===== src/rtl/mdec_pkg.sv =====
package mdec_pkg;

  typedef enum logic [2:0] {
    IV_GLITCH = 3'd0,
    IV_TWO    = 3'd1,
    IV_THREE  = 3'd2,
    IV_FOUR   = 3'd3,
    IV_EOF    = 3'd4
  } iv_kind_e;

  // Ordered threshold comparison, longest class tested first.
  function automatic iv_kind_e iv_classify(input int unsigned len,
                                           input int unsigned t2,
                                           input int unsigned t3,
                                           input int unsigned t4,
                                           input int unsigned teof);
    if (len >= teof)    return IV_EOF;
    else if (len >= t4) return IV_FOUR;
    else if (len >= t3) return IV_THREE;
    else if (len >= t2) return IV_TWO;
    else                return IV_GLITCH;
  endfunction

  // A tag frame opens with a one whose falling edge sits one half period in.
  function automatic int unsigned resp_gap(input int unsigned len,
                                           input int unsigned half);
    return len - half;
  endfunction

endpackage


===== src/rtl/mdec_classify.sv =====
module mdec_classify
  import mdec_pkg::*;
#(
  parameter int IW   = 10,
  parameter int T2   = 28,
  parameter int T3   = 40,
  parameter int T4   = 56,
  parameter int TEOF = 72
) (
  input  logic [IW-1:0] len,
  output iv_kind_e      kind
);

  always_comb begin
    kind = iv_classify(32'(len), 32'(T2), 32'(T3), 32'(T4), 32'(TEOF));
  end

endmodule


===== src/rtl/mdec_seq.sv =====
module mdec_seq
  import mdec_pkg::*;
#(
  parameter int SOF_INIT = 4
) (
  input  logic       clk,
  input  logic       rst_n,
  input  logic       clr,
  input  logic       step,
  input  iv_kind_e   kind,
  output logic [1:0] app_n,
  output logic       app_b0,
  output logic       app_b1
);

  localparam int SW = $clog2(SOF_INIT + 1);
  localparam logic [SW-1:0] SOF_START = SW'(SOF_INIT);

  logic          last_q, skip_q;
  logic [SW-1:0] sof_q;

  always_comb begin
    app_n  = 2'd0;
    app_b0 = 1'b0;
    app_b1 = 1'b1;
    if (step && !clr) begin
      unique case (kind)
        IV_FOUR:  app_n = 2'd2;
        IV_THREE: app_n = skip_q ? 2'd1 : 2'd2;
        IV_TWO: begin
          app_b0 = last_q;
          app_n  = (sof_q != '0) ? 2'd0 : 2'd1;
        end
        default:  app_n = 2'd0;
      endcase
    end
  end

  always_ff @(posedge clk or negedge rst_n) begin
    if (!rst_n) begin
      last_q <= 1'b1;
      skip_q <= 1'b1;
      sof_q  <= SOF_START;
    end else if (clr) begin
      last_q <= 1'b1;
      skip_q <= 1'b1;
      sof_q  <= SOF_START;
    end else if (step) begin
      if (kind == IV_THREE) begin
        last_q <= ~last_q;
        skip_q <= ~skip_q;
      end
      if (kind == IV_TWO && sof_q != '0) sof_q <= sof_q - 1'b1;
    end
  end

  AST_SOF_SILENT: assert property (@(posedge clk) disable iff (!rst_n)
    (step && !clr && kind == IV_TWO && sof_q != '0) |-> app_n == 2'd0);
  AST_SKIP_FLIP: assert property (@(posedge clk) disable iff (!rst_n)
    (step && !clr && kind == IV_THREE) |=> (skip_q != $past(skip_q) && last_q != $past(last_q)));
  AST_FOUR_PAIR: assert property (@(posedge clk) disable iff (!rst_n)
    (step && !clr && kind == IV_FOUR) |-> (app_n == 2'd2 && !app_b0 && app_b1));
  AST_SEQ_RESTART: assert property (@(posedge clk) disable iff (!rst_n)
    clr |=> (last_q && skip_q && sof_q == SOF_START));

endmodule


===== src/rtl/mdec_pack.sv =====
module mdec_pack #(
  parameter int MAXBITS = 160,
  parameter int CW      = $clog2(MAXBITS + 1)
) (
  input  logic               clk,
  input  logic               rst_n,
  input  logic               clr,
  input  logic [1:0]         app_n,
  input  logic               app_b0,
  input  logic               app_b1,
  output logic [MAXBITS-1:0] bits_o,
  output logic [CW-1:0]      cnt_o,
  output logic               ovf_o
);

  localparam logic [CW-1:0] TOP0 = CW'(MAXBITS - 1);
  localparam logic [CW-1:0] TOP1 = CW'(MAXBITS - 2);
  localparam logic [CW-1:0] CAP  = CW'(MAXBITS);

  logic [MAXBITS-1:0] buf_q;
  logic [CW-1:0]      cnt_q;
  logic               ovf_q;
  logic [CW-1:0]      room;
  logic [1:0]         take;
  logic [CW-1:0]      idx0, idx1;
  logic               drop;

  always_comb begin
    room = CAP - cnt_q;
    take = (CW'(app_n) > room) ? room[1:0] : app_n;
    drop = (app_n != take);
    idx0 = TOP0 - cnt_q;
    idx1 = TOP1 - cnt_q;
  end

  always_ff @(posedge clk or negedge rst_n) begin
    if (!rst_n) begin
      buf_q <= '0;
      cnt_q <= '0;
      ovf_q <= 1'b0;
    end else if (clr) begin
      buf_q <= '0;
      cnt_q <= '0;
      ovf_q <= 1'b0;
    end else begin
      if (take != 2'd0) buf_q[idx0] <= app_b0;
      if (take == 2'd2) buf_q[idx1] <= app_b1;
      cnt_q <= cnt_q + CW'(take);
      if (drop) ovf_q <= 1'b1;
    end
  end

  assign bits_o = buf_q;
  assign cnt_o  = cnt_q;
  assign ovf_o  = ovf_q;

  AST_CNT_BOUND: assert property (@(posedge clk) disable iff (!rst_n)
    cnt_q <= CAP);
  AST_OVF_STICKY: assert property (@(posedge clk) disable iff (!rst_n)
    (ovf_q && !clr) |=> ovf_q);
  AST_CNT_STEP: assert property (@(posedge clk) disable iff (!rst_n)
    !clr |=> (cnt_q >= $past(cnt_q) && cnt_q <= $past(cnt_q) + CW'(2)));
  AST_CLR_EMPTY: assert property (@(posedge clk) disable iff (!rst_n)
    clr |=> (cnt_q == '0 && !ovf_q && buf_q == '0));

endmodule


===== src/rtl/mdec_tag_decoder.sv =====
module mdec_tag_decoder
  import mdec_pkg::*;
#(
  parameter int IW       = 10,
  parameter int HALF     = 16,
  parameter int T2       = 28,
  parameter int T3       = 40,
  parameter int T4       = 56,
  parameter int TEOF     = 72,
  parameter int SOF_INIT = 4,
  parameter int MAXBITS  = 160,
  parameter int CW       = $clog2(MAXBITS + 1)
) (
  input  logic               clk,
  input  logic               rst_n,
  input  logic               iv_valid,
  input  logic [IW-1:0]      iv_len,
  input  logic               frame_end,
  output logic [MAXBITS-1:0] bits_o,
  output logic [CW-1:0]      bit_cnt_o,
  output logic [IW-1:0]      gap_o,
  output logic               glitch_o,
  output logic               ovf_o
);

  iv_kind_e      kind;
  logic          step;
  logic [1:0]    app_n;
  logic          app_b0, app_b1;
  logic [IW-1:0] gap_q;
  logic          glitch_q;

  assign step = iv_valid && !frame_end;

  mdec_classify #(.IW(IW), .T2(T2), .T3(T3), .T4(T4), .TEOF(TEOF)) u_cls (
    .len  (iv_len),
    .kind (kind)
  );

  mdec_seq #(.SOF_INIT(SOF_INIT)) u_seq (
    .clk    (clk),
    .rst_n  (rst_n),
    .clr    (frame_end),
    .step   (step),
    .kind   (kind),
    .app_n  (app_n),
    .app_b0 (app_b0),
    .app_b1 (app_b1)
  );

  mdec_pack #(.MAXBITS(MAXBITS), .CW(CW)) u_pack (
    .clk    (clk),
    .rst_n  (rst_n),
    .clr    (frame_end),
    .app_n  (app_n),
    .app_b0 (app_b0),
    .app_b1 (app_b1),
    .bits_o (bits_o),
    .cnt_o  (bit_cnt_o),
    .ovf_o  (ovf_o)
  );

  always_ff @(posedge clk or negedge rst_n) begin
    if (!rst_n) begin
      gap_q    <= '0;
      glitch_q <= 1'b0;
    end else if (frame_end) begin
      gap_q    <= '0;
      glitch_q <= 1'b0;
    end else if (step) begin
      if (kind == IV_EOF)    gap_q <= IW'(resp_gap(32'(iv_len), 32'(HALF)));
      if (kind == IV_GLITCH) glitch_q <= 1'b1;
    end
  end

  assign gap_o    = gap_q;
  assign glitch_o = glitch_q;

  AST_GAP_HOLD: assert property (@(posedge clk) disable iff (!rst_n)
    (step && kind != IV_EOF) |=> $stable(gap_o));
  AST_EOF_NOBITS: assert property (@(posedge clk) disable iff (!rst_n)
    (step && kind == IV_EOF) |=> $stable(bit_cnt_o));
  AST_GLITCH_NOBITS: assert property (@(posedge clk) disable iff (!rst_n)
    (step && kind == IV_GLITCH) |=> ($stable(bit_cnt_o) && glitch_o));
  AST_END_WINS: assert property (@(posedge clk) disable iff (!rst_n)
    frame_end |=> (gap_o == '0 && !glitch_o));

endmodule


===== config.mk =====
export PLATFORM = sky130hd
export DESIGN_NAME = mdec_tag_decoder
export DESIGN_NICKNAME = d
export VERILOG_FILES = /design/src/rtl/mdec_pkg.sv /design/src/rtl/mdec_classify.sv /design/src/rtl/mdec_seq.sv /design/src/rtl/mdec_pack.sv /design/src/rtl/mdec_tag_decoder.sv
export SDC_FILE = /design/constraint.sdc
export NUM_CORES = 1
export LEC_CHECK = 0
export ABC_CLOCK_PERIOD_IN_PS = 4250
export BUFFER_PORTS_ARGS = -buffer_cell sky130_fd_sc_hd__buf_2
export CAP_MARGIN = 40
export CORE_UTILIZATION = 54
export CTS_CLUSTER_SIZE = 28
export DETAILED_ROUTE_END_ITERATION = 7
export PLACE_DENSITY_LB_ADDON = 0.2
export SLEW_MARGIN = 20
export SYNTH_ARGS = -nofsm -noshare
export SYNTH_HDL_FRONTEND = slang
export SYNTH_SLANG_ARGS = --single-unit

===== constraint.sdc =====
create_clock -name clk -period 4.25 [get_ports clk]
set_input_delay 0.425 -clock clk [delete_from_list [all_inputs] [get_ports clk]]
set_output_delay 0.425 -clock clk [all_outputs]
set_load 0.005 [all_outputs]

==> impl_metrics.yaml, run 1 <==
grt:
  grt_first_pass_wirelength_um: 57200
  grt_usage_pct: 38.5
  overflow: 0
  grt_pass1_vias: 9794
  antenna_found_initial: 1
  grt_max_degree: 80
worst_setup_path:
  crit_path_end_kind: "register"
  cp.required_ns: 4.54
  cp_slowest_cell: "or3b_2"
  path_class: "reg -> reg"
  cp_num_buf_inv: 2
  reg2reg_slack_ns: 0.50
  crit_chain: "inv_1 -> ha_1 -> or3b_2 -> nor4b_1 -> a32o_1 -> a21o_1 -> nor2_4 -> buf_4 -> o311ai_0 -> o221ai_1"
  startpoint_type: "register"
  worstPathMaxFanout: 37
  cp_top_family: "compound AO/OA/AOI/OAI gates"
  arrival_ns: 4.04
  max_stage_delay_ns: 0.65
cts:
  clk_pin_slew_worst_paths_ns: 0.08
  ctsResizeCount: 0
  cts_hold_buf: 0
  htreeDepth: 4
  tritoncts: "built"
  ctsRootBufferMaster: "clkbuf_16"
  cts_buffers: 17
  clkLatencyLatePin_ns: 0.45
  cts_setup_buffers: 0
  cts_sinks: 185
  clk_path_buf_depth: 2
sta:
  rsz0062_at_grt: "no"
  relSlewSlack_pct: 46.0
  clock.fmax_mhz: 266
  min_period_over_period_pct: 88.3
  fin_crit_ns: 3.75
  setup-tns-final_ns: 0
  fin_skew_ns: 0.0106
  slew_viol_final: 0
  setup_viol: 0
  worst_pin_slew_ns: 0.809
  final-hold-violation-count: 10
  fin_hold_ws_ns: -0.0215
placed_design:
  gp_congestion: 1.02
  hpwl_um: 25000
  portBuffers: 193
cells_and_area:
  final_nets: 1214
  area_growth_pct: 20.4
  antenna_cells: 0
  final_cell_mix: "buf_2, dfrtp_1, o211ai_1"
  fill_cells: 1487
  final_common_cell: "buf_2"
  drive_gt1_share_pct: 27.3
power_and_ir_drop:
  p_leak_nw: 5.36
  vdd_drop_max_v: 0.000288
  power_density_nw_per_um2: 304
route:
  antenna_left: 0
  num_vias: 10400
  drc_errors: 13
  dr.pass1.iters: 8
  drt_iter0_drc: 1636
  wl_per_cell_um: 25.9
  drt-total-wl_um: 36800
  viasPerCell: 7.30
synthesis:
  ys_seq_area_share_pct: 45.6
  synth_edf_count: 0
  syn_area_sq_um: 10200
  synthFlopType: "dfrtp_1"
  mappedNetlistNets: 1035
  yosys_warnings: 0
  syn_area_per_cell_sq_um: 10.2
  synth-seq-cells: 185
  synth_cell_types: 70
  async_flop_share_pct: 100
  syn_inst: 1000
floorplan:
  die_area_sq_um: 19400
  ioPinCount: 194
  num_rows: 49
  coreArea_sq_um: 18200
  die_h_um: 139
  die_x_um: 139
  initial_core_util_pct: 55.8
flow_run:
  drv_cap: 0
status:
  status: "complete, but fails checks"
  violations: "DRC, hold timing"
min_path:
  hp-class: "in -> async"
[per-layer routing]
metal  up-vias  global-route usage (%)  part of all wire (%)
met2       821                    55.2                    43
met3       115                    11.0                    12
li1       4398                       -                     -
met1      5044                    53.6                    40
met4         0                    18.5                   4.1
met5         -                       0                     0
[power breakdown]
part	internal [mW]	switching [mW]	leakage, nW
clock	1.01	0.792	0.314
sequential	1.77	0.00327	2.57
combinational	0.0348	0.112	2.47
total	2.81	0.907	5.36
[cell families after synthesis]
group                      synth area share, %
AOI/OAI and AO/OA                         29.7
xor gates and xnor gates                  2.07
muxes                                     2.07
adders and majority gates                 2.66
and+or+nand+nor                           13.1
buffers and inverters                     4.73
DFF                                       45.6
[registers in the layout, indices dropped and copies added (netlist names)]
name,count
u_pack.cnt_o,8
u_pack.bits_o,160
u_seq.last_q,1
gap_o,10
u_seq.skip_q,1
glitch_o,1
u_seq.sof_q,3
u_pack.ovf_o,1
[worst register-to-register path, cell delays in order, from the launching register on]
cell and delay (ns):
dfrtp_1 0.38, inv_1 0.19, ha_1 0.21, or3b_2 0.65
nor4b_1 0.43, a32o_1 0.32, a21o_1 0.40, nor2_4 0.05
buf_4 0.25, o311ai_0 0.48, o221ai_1 0.24
[final cells by class]
| cell class | count | area (sq um) | area share (%) |
|---|---|---|---|
| multi-input cells | 693 | 5080 | 41.5 |
| flip-flops and latches | 185 | 4630 | 37.9 |
| repair buffers | 258 | 1480 | 12.1 |
| clock buffers | 17 | 425 | 3.48 |
| well taps | 229 | 287 | 2.34 |
| clock inverters | 15 | 234 | 1.91 |
| inverters | 24 | 91.3 | 0.747 |
[through the flow]
stage / power, mW / area [sq um] / setup WS (ns) / instances / util [%]
finish: 3.72 / 12200 / 0.496 / 1421 / 67.1
global route: 3.80 / 12200 / 0.264 / 1421 / 67.1
CTS: 3.71 / 12200 / 0.609 / 1420 / 67.1
detailed placement: 1.95 / 11500 / 0.242 / 1388 / 63.4
global placement: 1.95 / 11500 / 0.363 / 1386 / 63.4
floorplan: 1.87 / 10200 / 0.00702 / 1000 / -
[path summary, 6_finish.rpt]
kind,endpoint,from,depth (start not counted)
min in group clk,gap_o[1]$_DFFE_PN0P_,iv_len[1],3
worst max-delay path,u_pack.bits_o[98]$_DFF_PN0_,u_pack.cnt_o[0]$_DFF_PN0_,10
max in group asynchronous,u_pack.bits_o[63]$_DFF_PN0_,rst_n,2
worst max register to register,u_pack.bits_o[98]$_DFF_PN0_,u_pack.cnt_o[0]$_DFF_PN0_,10
worst min register to register,glitch_o$_DFFE_PN0P_,glitch_o$_DFFE_PN0P_,2
worst min-delay path,gap_o[3]$_DFFE_PN0P_,rst_n,1
[synthesized netlist by cell type, drive strengths merged, types with 16 or more instances]
library cell / number / area, sq um
dfrtp: 182 / 4550
o211ai: 116 / 876
o221ai: 106 / 928
clkbuf: 79 / 297
o311ai: 69 / 619
nand2: 68 / 255
nand3: 41 / 205
nor2: 41 / 156
nand4: 25 / 163
inv: 22 / 82.6
mux2i: 21 / 210
xnor2: 21 / 184
ha: 20 / 250
buf: 19 / 93.8
o21ai: 16 / 83.8
or4: 16 / 120
(Power assumes the default switching activity.)
==> run 2: changes to the inputs <==
--- a/config.mk
+++ b/config.mk
@@ -5,6 +5,7 @@
 export SDC_FILE = /design/constraint.sdc
 export NUM_CORES = 1
 export LEC_CHECK = 0
+export ABC_AREA = 1
 export ABC_CLOCK_PERIOD_IN_PS = 4250
 export BUFFER_PORTS_ARGS = -buffer_cell sky130_fd_sc_hd__buf_2
 export CAP_MARGIN = 40
==> run 2 against run 1 <==
  * The run now ends clean
  * Final cell count grew 61%
  * Design area up 22%
  * Register-to-register slack better by 0.32 ns
  * Worst hold slack improved by 0.26 ns
  * Clock-buffer cell count unchanged
  * Area after synthesis increased by 28%
  * Fmax grew 3.1%
  * Synthesized cell count up 81%
  * Combinational power up 99%
  * Critical path type is now in -> reg
  * Global-route usage grew 0.56 points
  * Sequential power grew 3%
  * First-iteration DRC count increased by 4.3%
==> impl_metrics.yaml, run 2 <==
cts:
  ctsRootBufferMaster: "clkbuf_16"
  cts_sinks: 185
  ctsResizeCount: 0
  clk_pin_slew_worst_paths_ns: 0.08
  tritoncts: "built"
  clkLatencyLatePin_ns: 0.45
  htreeDepth: 4
  clk_path_buf_depth: 2
  cts_setup_buffers: 0
  cts_buffers: 17
cells_and_area:
  final_nets: 1997
  fill_cells: 2178
  design_area_sq_um: 14900
  final_common_cell: "nand2_1"
  seqCellArea_sq_um: 4630
  area_growth_pct: 14.6
  antenna_cells: 0
  final_cell_mix: "nand2_1, o21ai_0, nor2_1"
  multi_input_area_sq_um: 7260
  largest_reg_flops: 160
  drive_gt1_share_pct: 23.1
synthesis:
  yosysMostFrequentCell: "nand2_1"
  syn_area_sq_um: 13000
  synthFlopType: "dfrtp_1"
  yosys_warnings: 0
  synth-seq-cells: 185
  synth_area_leaders: "dfrtp_1, nand2_1, o21ai_0"
  syn_area_per_cell_sq_um: 7.22
  synth_common_cells: "nand2_1, o21ai_0, nor2_1"
  synth_cell_types: 46
  synth_top_area_share_pct: 34.9
  syn_inst: 1806
  ys_seq_area_share_pct: 35.6
  synth_edf_count: 0
  mappedNetlistNets: 1841
  yosys.area.top_type: "dfrtp_1"
  async_flop_share_pct: 100
route:
  drt-total-wl_um: 47800
  drt_iter0_drc: 1706
  dr.pass1.iters: 8
  antenna_left: 0
  wl_per_cell_um: 20.8
  num_vias: 14100
  viasPerCell: 6.14
  drc_errors: 0
placed_design:
  gp_congestion: 0.948
  post-place-ws_ns: 0.255
  placed_cell_area_sq_um: 14300
  hpwl_um: 31600
  portBuffers: 193
worst_setup_path:
  crit_chain: "buf_2 -> inv_1 -> ha_1 -> nand2_1 -> a21oi_4 -> inv_2 -> nor2_4 -> nand3_1 -> nand2_2 -> nand2_1 -> ha_1 -> nand2_1 -> nand2_1 -> nor2_1 -> nand3_1 -> nand2_4 -> clkinv_2 -> fa_1 -> nor2_1 -> nand2_1 -> inv_1 -> a21oi_1 -> nor3_1"
  arrival_ns: 3.99
  cp.required_ns: 4.59
  worstPathMaxFanout: 7
  cp_slowest_cell: "fa_1"
  cp_top_family: "simple AND/OR/NAND/NOR gates"
  crit_path_end_kind: "register"
  startpoint_type: "input port"
  max_stage_delay_ns: 0.46
  rr_worst_depth: 16
  cp_num_buf_inv: 5
  reg2reg_slack_ns: 0.82
  worstReg2RegStart: "u_pack.cnt_o[1]$_DFF_PN0_"
  cpMostUsedCell: "nand2_1"
  timing.rr.end: "u_pack.cnt_o[6]$_DFF_PN0_"
  path_class: "in -> reg"
grt:
  grt_usage_pct: 39.1
  antenna_found_initial: 0
  overflow: 0
  grt_first_pass_wirelength_um: 73500
  grt_pass1_vias: 13000
  grt_max_degree: 168
power_and_ir_drop:
  vdd_drop_max_v: 0.000206
  swShare_pct: 28.4
  pwr-share-seq_pct: 49.0
  power_mw: 3.72
  pwr-share-clk_pct: 43.2
  pwr-share-comb_pct: 7.9
  power_density_nw_per_um2: 249
  p_leak_nw: 6.26
  p_switching_mw: 1.06
  intPower_mw: 2.66
sta:
  rsz0062_at_grt: "no"
  setup_slack_ns: 0.608
  worst_pin_slew_ns: 1.14
  min_period_over_period_pct: 85.7
  setup-tns-final_ns: 0
  fin_hold_ws_ns: 0.240
  fin_crit_ns: 3.64
  fin_skew_ns: 0.0130
  setup_viol: 0
  relSlewSlack_pct: 23.8
  clock.fmax_mhz: 275
  slew_viol_final: 0
  final-hold-violation-count: 0
flow_run:
  drv_cap: 0
floorplan:
  num_rows: 56
  die_x_um: 157
  initial_core_util_pct: 55.4
  die_area_sq_um: 24800
  ioPinCount: 194
  die_h_um: 157
  coreArea_sq_um: 23500
min_path:
  hp-class: "in -> reg"
  whs_endpoint: "gap_o[4]$_DFFE_PN0P_"
  min_path_cells: 2
  hp-start: "iv_len[4]"
status:
  status: "completed"
## run 2: cell types whose count changed after synthesis, sizes merged, moves of 15 or more
| cell | delta |
|---|---|
| o211ai | -116 |
| a211oi | -15 |
| nor2 | +182 |
| o221ai | -106 |
| clkbuf | -22 |
| nand3 | +53 |
| inv | +86 |
| xnor2 | -19 |
| o21ai | +406 |
| nand2 | +315 |
| buf | +43 |
| a21oi | +158 |
| or4 | -16 |
| o311ai | -69 |
## run 2: how the worst max path moves through the flow
| stage | startpoint | slack, ns | end | cells after the start |
|---|---|---|---|---|
| 2_1_floorplan | iv_len[4] | 0.58 | u_pack.cnt_o[6]$_DFF_PN0_ | 24 |
| 3_3_place_gp | iv_len[4] | 0.40 | u_pack.cnt_o[6]$_DFF_PN0_ | 22 |
| 3_5_place_dp | iv_len[5] | 0.25 | u_pack.cnt_o[6]$_DFF_PN0_ | 23 |
| 4_1_cts | iv_len[5] | 0.68 | u_pack.cnt_o[6]$_DFF_PN0_ | 23 |
| 5_1_grt | iv_len[4] | 0.34 | u_pack.cnt_o[6]$_DFF_PN0_ | 23 |
| 6_report | iv_len[5] | 0.61 | u_pack.cnt_o[6]$_DFF_PN0_ | 23 |
## run 2: power groups by stage
stage | Sequential, mW | Clock (mW) | Combinational [mW]
final | 1.82 | 1.61 | 0.293
after global routing | 1.82 | 1.66 | 0.324
after floorplan | 1.85 | 0 | 0.165
after CTS | 1.82 | 1.60 | 0.290
after detailed placement | 1.85 | 0 | 0.287
after global placement | 1.85 | 0 | 0.278
## run 2: metal layers
layer  GRT usage (%)  share of wire (%)  routed length, um  up-vias
met5               0                  0                  0        -
met1            52.8                 39              18500     6550
met4            23.2                5.9               2800        0
met2            57.6                 43              20600      948
li1                -                  -                  -     6376
met3            7.90                 12               5920      200
## run 2: layout make-up
class | count | area share (%)
clock buffer | 17 | 2.85
clock inverter | 15 | 0.930
inverter | 110 | 2.79
multi-input combinational | 1392 | 48.7
sequential | 185 | 31.0
tap | 319 | 2.67
timing repair buffer | 256 | 11.1
## run 2: repair_timing
| action | in CTS | in global routing |
|---|---|---|
| hold endpoints to repair | 40 | 0 |
| hold buffers | 1 | 0 |
| setup endpoints to repair | 0 | 0 |
## run 2: worst reg2reg max path, cell delays in order, from the launching register on
cell and delay, ns:
dfrtp_1 0.51, inv_1 0.23, ha_1 0.38, inv_1 0.05, ha_1 0.28, nand2_1 0.11
nand2_1 0.05, nor2_1 0.22, nand3_1 0.19, nand2_4 0.14, clkinv_2 0.15, fa_1 0.46
nor2_1 0.16, nand2_1 0.09, inv_1 0.07, a21oi_1 0.06, nor3_1 0.18
## run 2: cells by family (layout without fill, tap and decap cells)
logic type                 after synthesis  in the layout  synth area share [%]
and+or+nand+nor                        727            727                  23.8
AOI/OAI and AO/OA                      606            606                  26.9
buffers and inverters                  229            398                  8.83
DFF                                    185            185                  35.6
muxes                                   30             30                  2.30
adders and majority gates               21             21                  2.07
xor gates and xnor gates                 8              8                 0.538
## run 2: metrics by stage
stage,std cells,utilization (%)
final,2294,63.4
after global routing,2294,63.4
after CTS,2292,63.3
after detailed placement,2259,60.8
after global placement,2252,60.4
after floorplan,1806,-
